[src/rtl/i2c_cfg_slave.sv]
module i2c_cfg_slave #(
  parameter int          NUM_RW   = 12,
  parameter logic [5:0]  DEV_HI   = 6'b110000,
  parameter int          VAS_REG  = 5,
  parameter int          STBY_REG = 9,
  parameter int          STBY_BIT = 7
) (
  input  logic               clk,
  input  logic               rst_n,
  input  logic               scl_i,
  input  logic               sda_i,
  input  logic               addr_sel_i,
  input  logic               vas_busy_i,
  input  logic               vas_found_i,
  input  logic               pll_lock_i,
  input  logic [4:0]         vco_band_i,
  input  logic [2:0]         tune_adc_i,
  output logic               sda_drive_low_o,
  output logic [NUM_RW*8-1:0] ctrl_regs_o,
  output logic               standby_o,
  output logic               vas_start_o
);
  localparam int NUM_ALL = NUM_RW + 2;
  localparam int PW      = $clog2(NUM_ALL);
  localparam logic [2:0] ST_IDLE = 3'd0, ST_ADDR = 3'd1, ST_PTR = 3'd2,
                         ST_WR   = 3'd3, ST_RD   = 3'd4;

  logic [1:0]    scl_sy, sda_sy;
  logic          scl_q, sda_q;
  logic [2:0]    st_q;
  logic [PW-1:0] ptr_q;
  logic [7:0]    sh_q;
  logic [3:0]    cnt_q;
  logic          in_ack_q, mack_q, drv_q, por_q, stat_rd_q, vas_q;
  logic [7:0]    regs_q [NUM_RW];
  logic [7:0]    rd_byte;

  wire scl_s    = scl_sy[1];
  wire sda_s    = sda_sy[1];
  wire start_ev = scl_s & scl_q & sda_q & ~sda_s;
  wire stop_ev  = scl_s & scl_q & ~sda_q & sda_s;
  wire rise     = scl_s & ~scl_q;
  wire fall     = ~scl_s & scl_q;
  wire bus_idle = (st_q == ST_IDLE);
  wire addr_hit = (sh_q[7:1] == {DEV_HI, addr_sel_i});
  wire [PW-1:0] ptr_nxt = (ptr_q == PW'(NUM_ALL - 1)) ? '0 : ptr_q + 1'b1;
  wire [7:0] status1 = {por_q, vas_found_i, ~vas_busy_i, pll_lock_i, 4'b0000};

  always_comb begin
    rd_byte = {vco_band_i, tune_adc_i};
    if (ptr_q == PW'(NUM_RW)) rd_byte = status1;
    for (int i = 0; i < NUM_RW; i++)
      if (ptr_q == PW'(i)) rd_byte = regs_q[i];
  end

  genvar g;
  generate
    for (g = 0; g < NUM_RW; g++) begin : g_out
      assign ctrl_regs_o[g*8 +: 8] = regs_q[g];
    end
  endgenerate

  assign standby_o       = regs_q[STBY_REG][STBY_BIT];
  assign vas_start_o     = vas_q;
  assign sda_drive_low_o = drv_q;

  always_ff @(posedge clk or negedge rst_n) begin
    if (!rst_n) begin
      scl_sy <= 2'b11;
      sda_sy <= 2'b11;
      scl_q  <= 1'b1;
      sda_q  <= 1'b1;
    end else begin
      scl_sy <= {scl_sy[0], scl_i};
      sda_sy <= {sda_sy[0], sda_i};
      scl_q  <= scl_sy[1];
      sda_q  <= sda_sy[1];
    end
  end

  always_ff @(posedge clk or negedge rst_n) begin
    if (!rst_n) begin
      st_q      <= ST_IDLE;
      ptr_q     <= '0;
      sh_q      <= '0;
      cnt_q     <= '0;
      in_ack_q  <= 1'b0;
      mack_q    <= 1'b0;
      drv_q     <= 1'b0;
      por_q     <= 1'b1;
      stat_rd_q <= 1'b0;
      vas_q     <= 1'b0;
      for (int i = 0; i < NUM_RW; i++) regs_q[i] <= '0;
    end else begin
      vas_q <= 1'b0;
      if (start_ev) begin
        st_q     <= ST_ADDR;
        cnt_q    <= '0;
        in_ack_q <= 1'b0;
        drv_q    <= 1'b0;
      end else if (stop_ev) begin
        st_q      <= ST_IDLE;
        in_ack_q  <= 1'b0;
        drv_q     <= 1'b0;
        stat_rd_q <= 1'b0;
        if (stat_rd_q) por_q <= 1'b0;
      end else if (st_q != ST_IDLE) begin
        if (rise) begin
          if (in_ack_q) mack_q <= ~sda_s;
          else if (cnt_q != 4'd8) begin
            cnt_q <= cnt_q + 1'b1;
            if (st_q != ST_RD) sh_q <= {sh_q[6:0], sda_s};
          end
        end else if (fall) begin
          if (in_ack_q) begin
            in_ack_q <= 1'b0;
            cnt_q    <= '0;
            drv_q    <= 1'b0;
            if (st_q == ST_RD) begin
              if (mack_q) begin
                sh_q  <= rd_byte;
                drv_q <= ~rd_byte[7];
                ptr_q <= ptr_nxt;
                if (ptr_q == PW'(NUM_RW)) stat_rd_q <= 1'b1;
              end else begin
                st_q <= ST_IDLE;
              end
            end
          end else if (cnt_q == 4'd8) begin
            in_ack_q <= 1'b1;
            case (st_q)
              ST_ADDR: begin
                if (addr_hit) begin
                  drv_q <= 1'b1;
                  st_q  <= sh_q[0] ? ST_RD : ST_PTR;
                end else begin
                  drv_q <= 1'b0;
                  st_q  <= ST_IDLE;
                end
              end
              ST_PTR: begin
                drv_q <= 1'b1;
                ptr_q <= (sh_q < 8'(NUM_ALL)) ? sh_q[PW-1:0] : '0;
                st_q  <= ST_WR;
              end
              ST_WR: begin
                drv_q <= 1'b1;
                for (int i = 0; i < NUM_RW; i++)
                  if (ptr_q == PW'(i)) regs_q[i] <= sh_q;
                if (ptr_q == PW'(VAS_REG)) vas_q <= 1'b1;
                ptr_q <= ptr_nxt;
              end
              default: drv_q <= 1'b0;
            endcase
          end else if (st_q == ST_RD && cnt_q != 4'd0) begin
            sh_q  <= {sh_q[6:0], 1'b0};
            drv_q <= ~sh_q[6];
          end
        end
      end
    end
  end
endmodule


[config.mk]
export PLATFORM = sky130hd
export DESIGN_NAME = i2c_cfg_slave
export DESIGN_NICKNAME = d
export VERILOG_FILES = /design/src/rtl/i2c_cfg_slave.sv
export SDC_FILE = /design/constraint.sdc
export NUM_CORES = 1
export LEC_CHECK = 0
export BUFFER_PORTS_ARGS = -buffer_cell sky130_fd_sc_hd__buf_4
export CELL_PAD_IN_SITES_DETAIL_PLACEMENT = 1
export CELL_PAD_IN_SITES_GLOBAL_PLACEMENT = 1
export CORE_MARGIN = 2
export CORE_UTILIZATION = 30
export CTS_CLUSTER_SIZE = 30
export DETAILED_ROUTE_END_ITERATION = 10
export PLACE_DENSITY_LB_ADDON = 0.1
export SLEW_MARGIN = 20
export SYNTH_ARGS = -nofsm -noshare
export SYNTH_HDL_FRONTEND = slang
export SYNTH_SLANG_ARGS = --single-unit
[constraint.sdc]
create_clock -name clk -period 4.1 [get_ports clk]
set_input_delay 0.41 -clock clk [delete_from_list [all_inputs] [get_ports clk]]
set_output_delay 0.41 -clock clk [all_outputs]
set_load 0.01 [all_outputs]
==> run metrics, run 1 <==
FF-to-FF Start ptr_q[1]$_DFFE_PN0P_; pre-CTS setup slack 0.731 ns; # Max-Cap Violations 0; Syn Area/Cell 10.8 sq um; Initial DRT Pass Iterations 4; DPL Wire Length 17700 um; nets 746; Crit path depth 7; layer with the highest usage met2; Setup CP Type register to register; synth unique cells 65; setup TNS 0 ns; count leader, synth dfrtp_1; routability cong. 0.823; io pins 115; Area Overhead vs Synth 24.4%; GRT met3 Usage 3.75%; Worst path max stage delay 0.75 ns; worst reg-to-reg setup slack 0.71 ns; fin util 37.7%; Cell Pwr Density 376 nW/um^2; Die Span Y 155 um; Critical Path Sink sh_q[6]$_DFFE_PN0P_; most frequent CP cell a2111oi_0; htree depth 4; drt initial violations 256; met1 Use GR 27.4%; GR Util All Layers 21.3%; vias in the first global route 6127; top cells by area, synth dfrtp_1 44%, mux2_1 11%, mux2_2 6.3%; fill cell total of the finished layout 2510; Top delay family on crit path compound AO/OA/AOI/OAI gates; share of cells above drive strength 1 30.1%; CTS Sinks 127; Worst slew margin 33.3%; Top FF cell, synth dfrtp_1; initial antenna violation count 0; Critical Path Source ptr_q[1]$_DFFE_PN0P_; Reg clk slew, reported paths 0.06 ns; mapped cell area 6800 sq um; commonest cells in the netlist 120 x dfrtp_1, 64 x mux2_1, 39 x nand2_1; Hold-fix buffers, CTS 0; IO Port Bufs 114; VDD IR-drop max 0.000196 V; Hold WC Path Type input pin to async pin; sequential share of the synthesized area 46.9%; actual slew at the worst max-slew pin 0.993 ns; Critical Path End Type register; CTS tree done; Core Region 22400 sq um; Leakage 4.03 nW; wire length after detailed routing 24700 um; crit path time final 3.39 ns; worst setup margin 0.712 ns; fmax 295 MHz; largest area contributor in the netlist dfrtp_1; Post-synth EDFFs 0; Initial Utilization 30.3%; warnings from Yosys 0; Clock Path Buffers 2; fin crit share 82.6%; Congestion Overflow GR 0; setup bufs post-CTS 0; clk_lat worst skew 0.43 ns; via-per-instance ratio 5.53; global-route wire length before repair 38000 um; status completed; Seq cells post-synth 127; CP Buf/Inv Count 2; PostCTS Resize Cnt 0; row cnt 55; Slowest cell on crit path dfrtp_1; M2 GR Usage 35.8%; Clock Skews 0.00904 ns; total CTS buffers 17; Setup Viol. Count Final 0; syn nets 650; Non-Filler Instances 1023; Max Fanout on Critical Path 28; R2R depth 7; post-synthesis cell count 629; largest net degree at the start of global routing 56; DRC Markers 0; CP startpoint kind register; ys async rst share 100%; final hold vios 0; placed insts 991; crit path cell chain buf_4 -> inv_1 -> a2111oi_0 -> a2111oi_0 -> o22ai_1 -> a221o_1 -> a31oi_1; root buf cell clkbuf_16; CP required 4.44 ns; wire per inst 24.2 um; Synth top area share 44.2%; RSZ-0062 raised after global routing false; Critical R2R Capture sh_q[6]$_DFFE_PN0P_; Final Max Slew Viols 0; die width 155 um; die footprint 23900 sq um; antenna-violating nets left 0; Hold WS 0.0695 ns; Via Count 5656; Worst EP arrival 3.73 ns; Inserted Diodes 0
sequential cells by signal, indices dropped and copies added (netlist names):
name / flops
cnt_q: 4
ctrl_regs_o: 96
in_ack_q: 1
mack_q: 1
por_q: 1
ptr_q: 4
scl_q: 1
scl_sy: 2
sda_drive_low_o: 1
sda_q: 1
sda_sy: 2
sh_q: 8
st_q: 3
stat_rd_q: 1
vas_start_o: 1
layout make-up:
type | count | area [sq um] | share of cell area [%]
clock buffers | 19 | 453 | 5.36
clock inverters | 13 | 128 | 1.51
inverters | 15 | 56.3 | 0.666
multi-input cells | 440 | 3340 | 39.5
flip-flops and latches | 127 | 3190 | 37.7
well taps | 285 | 357 | 4.22
repair buffers | 124 | 931 | 11.0
cell families (layout without fill, tap and decap cells):
| kind of cell | after synthesis | count (layout) | share of synthesized area, % |
|---|---|---|---|
| and+or+nand+nor | 159 | 159 | 13.0 |
| AOI/OAI and AO/OA | 152 | 152 | 14.8 |
| DFF | 127 | 127 | 46.9 |
| muxes | 121 | 121 | 20.1 |
| buffers and inverters | 62 | 171 | 3.96 |
| adders and majority gates | 5 | 5 | 0.920 |
| xor gates and xnor gates | 3 | 3 | 0.387 |
routing by layer:
| metal | wire [um] | up-vias |
|---|---|---|
| met3 | 1130 | 35 |
| met4 | 652 | 0 |
| li1 | - | 2518 |
| met1 | 10700 | 2936 |
| met5 | 0 | - |
| met2 | 12200 | 167 |
report_power, final:
group | internal, mW | switching, mW
Sequential | 1.29 | 0.196
Combinational | 0.0833 | 0.112
Clock | 0.877 | 0.619
Total | 2.25 | 0.927
through the flow:
stage	cell area, sq um	power (mW)
CTS	8450	3.21
finish	8450	3.18
floorplan	6800	1.55
detailed placement	7870	1.71
global placement	7870	1.70
global route	8450	3.31
cell usage in the layout, fill, tap and decap left out, types with 4 or more instances in the layout:
| master | count |
|---|---|
| and2_1 | 6 |
| mux2i_1 | 17 |
| o22a_1 | 4 |
| clkinvlp_4 | 5 |
| buf_4 | 124 |
| nor3_1 | 10 |
| a21oi_1 | 33 |
| dfrtp_1 | 119 |
| nand2b_1 | 16 |
| dfstp_2 | 7 |
| mux2_1 | 64 |
| a221oi_1 | 5 |
| nor2_1 | 25 |
| nor2b_1 | 13 |
| inv_6 | 4 |
| o221ai_1 | 5 |
| clkbuf_16 | 17 |
| nand2_1 | 39 |
| a32oi_1 | 5 |
| o21a_1 | 4 |
| inv_1 | 13 |
| nand2_2 | 8 |
| o211ai_1 | 4 |
| mux2_2 | 38 |
| or3_1 | 4 |
| o21ai_0 | 32 |
| nand3_1 | 12 |
| ha_1 | 5 |
| a31oi_1 | 10 |
| a22oi_1 | 5 |
| o22ai_1 | 13 |
| a211oi_1 | 4 |
| a21o_1 | 6 |
worst reg2reg max path, cell delays in order, from the launching register on:
cell       delay [ns]
dfrtp_1          0.75
buf_4            0.38
inv_1            0.50
a2111oi_0        0.15
a2111oi_0        0.71
o22ai_1          0.30
a221o_1          0.38
a31oi_1          0.14
how the worst min path moves through the flow:
stage / startpoint / endpoint
2_1_floorplan: rst_n / cnt_q[0]$_DFFE_PN0P_
3_3_place_gp: sda_sy[0]$_DFF_PN1_ / sda_sy[1]$_DFF_PN1_
3_5_place_dp: sda_sy[0]$_DFF_PN1_ / sda_sy[1]$_DFF_PN1_
4_1_cts: scl_i / scl_sy[0]$_DFF_PN1_
5_1_grt: scl_i / scl_sy[0]$_DFF_PN1_
6_report: rst_n / sh_q[6]$_DFFE_PN0P_
No activity file was read; power rests on OpenSTA's default activity.
==> run 2: changes to the inputs <==
--- a/config.mk
+++ b/config.mk
@@ -5,6 +5,7 @@
 export SDC_FILE = /design/constraint.sdc
 export NUM_CORES = 1
 export LEC_CHECK = 0
+export ABC_AREA = 1
 export BUFFER_PORTS_ARGS = -buffer_cell sky130_fd_sc_hd__buf_4
 export CELL_PAD_IN_SITES_DETAIL_PLACEMENT = 1
 export CELL_PAD_IN_SITES_GLOBAL_PLACEMENT = 1
==> constraint.sdc (replaced) <==
create_clock -name clk -period 2.9 [get_ports clk]
set_input_delay 0.29 -clock clk [delete_from_list [all_inputs] [get_ports clk]]
set_output_delay 0.29 -clock clk [all_outputs]
set_load 0.01 [all_outputs]
==> run 2 against run 1 <==
Effect of this change: the flow now finishes with violations (negative hold slack); routed wire length decreased by 5.9%; critical path type unchanged; clock power is 47% higher; clock skew up 0.0036 ns; sequential cell count unchanged; worst hold slack worse by 0.076 ns; total power increased by 56%.
==> run metrics, run 2 <==
Clock Skews 0.0126 ns (was 0.00904 ns); Reg area 3190 sq um (about the same); Initial Utilization 30.5% (was 30.3%); Post-DP Area 7820 sq um (was 7870 sq um); Hold WS -0.00605 ns (was 0.0695 ns); Setup CP Type register to register (unchanged); global-route wire length before repair 37000 um (was 38000 um); GR Util All Layers 20.5% (was 21.3%); Max Fanout on Critical Path 17 (was 28); CP startpoint kind register (unchanged); Worst slew margin 50.1% (was 33.3%); mux contribution to synthesized area 0% (was 20.1%); Worst EP arrival 2.81 ns (was 3.73 ns); htree depth 4 (unchanged); fill cell total of the finished layout 2661 (was 2510); largest area contributor in the netlist dfrtp_1 (unchanged); Die Span Y 152 um (was 155 um); Syn Area/Cell 7.52 sq um (was 10.8 sq um); drt initial violations 325 (was 256); die width 152 um (was 155 um); Top FF cell, synth dfrtp_1 (unchanged); Hold WC Path Type input pin to async pin (unchanged); largest family of logic cells by synthesized area simple AND/OR/NAND/NOR gates (was multiplexers); most frequent cells in the layout 273 x nand2_1, 132 x buf_4, 130 x o21ai_0, 120 x dfrtp_1, 95 x inv_1 (was 124 x buf_4, 119 x dfrtp_1, 64 x mux2_1, 39 x nand2_1, 38 x mux2_2); CTS Sinks 127 (unchanged); via-per-instance ratio 4.77 (was 5.53); warnings from Yosys 0 (unchanged); # Max-Cap Violations 0 (unchanged); Post-synth EDFFs 0 (unchanged); ys async rst share 100% (unchanged); IO Port Bufs 114 (unchanged); row cnt 54 (was 55); Setup Viol. Count Final 0 (unchanged); DRC Markers 0 (unchanged); vias in the first global route 6298 (was 6127); max reg flops 96 (unchanged); commonest cells in the netlist 273 x nand2_1, 130 x o21ai_0, 120 x dfrtp_1 (was 120 x dfrtp_1, 64 x mux2_1, 39 x nand2_1); Area Overhead vs Synth 27.7% (was 24.4%); Leakage 4.50 nW (was 4.03 nW); routability cong. 0.807 (was 0.823); mapped cell area 6610 sq um (was 6800 sq um); initial antenna violation count 0 (unchanged); final hold vios 9 (was 0); Core Region 21700 sq um (was 22400 sq um); Cell Pwr Density 589 nW/um^2 (was 376 nW/um^2); RSZ-0062 raised after global routing false (unchanged); die footprint 23200 sq um (was 23900 sq um); nets 1023 (was 746); Adder-Cell Fraction of Synth Area 0.947% (was 0.920%); Via Count 6180 (was 5656); fmax 395 MHz (was 295 MHz); CTS tree done (unchanged); actual slew at the worst max-slew pin 0.748 ns (was 0.993 ns); status finished, violations left (was completed); clk_lat worst skew 0.43 ns (about the same); Initial DRT Pass Iterations 4 (unchanged); wire length after detailed routing 23300 um (was 24700 um); DPL Wire Length 16400 um (was 17700 um); setup TNS 0 ns (unchanged); CP required 3.18 ns (was 4.44 ns); Synth top area share 45.4% (was 44.2%); sequential share of the synthesized area 48.2% (was 46.9%); Synth Area in Simple Gates 28.4% (was 13.0%); Critical Path End Type register (unchanged); Clock Path Buffers 2 (unchanged); largest net degree at the start of global routing 128 (was 56); synth unique cells 36 (was 65); failing checks negative hold slack; antenna-violating nets left 0 (unchanged); compound-cell area share of the yosys netlist 14.4% (was 14.8%); Reg clk slew, reported paths 0.06 ns (about the same); pre-CTS setup slack 0.307 ns (was 0.731 ns); final instance area 8440 sq um (was 8450 sq um); Final Max Slew Viols 0 (unchanged); fin crit share 87.3% (was 82.6%); syn nets 900 (was 650); worst setup margin 0.368 ns (was 0.712 ns); setup bufs post-CTS 0 (unchanged); Congestion Overflow GR 0 (unchanged); io pins 115 (unchanged); root buf cell clkbuf_16 (unchanged); share of cells above drive strength 1 20.5% (was 30.1%); fin util 38.9% (was 37.7%); wire per inst 18.0 um (was 24.2 um); area of the multi-input gates 2890 sq um (was 3340 sq um); Seq cells post-synth 127 (unchanged); commonest non-fill, non-tap cell in the layout nand2_1 (was buf_4); total CTS buffers 17 (unchanged); Inserted Diodes 0 (unchanged); post-synthesis cell count 879 (was 629); VDD IR-drop max 0.000397 V (was 0.000196 V); crit path time final 2.53 ns (was 3.39 ns); count leader, synth nand2_1 (was dfrtp_1); Post-Synth XOR/XNOR Area 0% (was 0.387%); top cells by area, synth dfrtp_1 45%, nand2_1 16%, o21ai_0 9.8% (was dfrtp_1 44%, mux2_1 11%, mux2_2 6.3%)
[run 2: layout make-up]
| class | instances | area share, % |
|---|---|---|
| Tap cell | 280 | 4.15 |
| Clock inverter | 14 | 1.85 |
| Sequential cell | 127 | 37.8 |
| Multi-Input combinational cell | 620 | 34.3 |
| Inverter | 101 | 4.49 |
| Clock buffer | 18 | 5.21 |
| Timing Repair Buffer | 135 | 12.2 |
[run 2: path summary, 6_finish.rpt]
check,slack (ns),startpoint,to,depth (start not counted)
worst max-delay path,0.37,cnt_q[0]$_DFFE_PN0P_,ctrl_regs_o[45]$_DFFE_PN0P_,11
worst min-delay path,-0.006,rst_n,ctrl_regs_o[1]$_DFFE_PN0P_,2
worst max register to register,0.37,cnt_q[0]$_DFFE_PN0P_,ctrl_regs_o[45]$_DFFE_PN0P_,11
worst min register to register,0.35,sda_sy[0]$_DFF_PN1_,sda_sy[1]$_DFF_PN1_,0
max in group asynchronous,2.42,rst_n,ctrl_regs_o[64]$_DFFE_PN0P_,2
min in group clk,0.35,sda_sy[0]$_DFF_PN1_,sda_sy[1]$_DFF_PN1_,0
[run 2: through the flow]
stage / cells / power (mW)
floorplan: 879 / 2.36
global placement: 1261 / 2.81
detailed placement: 1261 / 2.81
CTS: 1295 / 5.03
global route: 1295 / 5.17
finish: 1295 / 4.97
[run 2: logic make-up after synthesis]
kind of cell | count (synthesis)
fa+ha+maj | 5
compound gates | 184
buf+inv | 132
flops | 127
simple gates | 431
[run 2: repair_timing]
item | in CTS | in global routing
resized for setup | 0 | 1
setup endpoints to repair | 0 | 1
endpoints found under the hold margin | 2 | 0
hold buffers | 2 | 0
[run 2: critical path, stage by stage (launching register included)]
cell and delay [ns]:
dfrtp_1 0.41, inv_1 0.11, ha_1 0.16, inv_1 0.04
nor2_1 0.16, inv_1 0.08, nor2_1 0.18, nand4_1 0.18
nor3_4 0.40, nand2_1 0.42, nand2_1 0.16, o21ai_0 0.09
[run 2: where the power goes]
group / switching [mW] / internal [mW]
Clock: 0.896 / 1.30
Sequential: 0.102 / 1.86
Combinational: 0.643 / 0.156
[run 2: per-layer routing]
| metal | global-route usage (%) | part of all wire [%] |
|---|---|---|
| met5 | 0 | 0 |
| met4 | 4.23 | 0.73 |
| met3 | 3.30 | 3.7 |
| met1 | 28.4 | 47 |
| met2 | 34.2 | 48 |
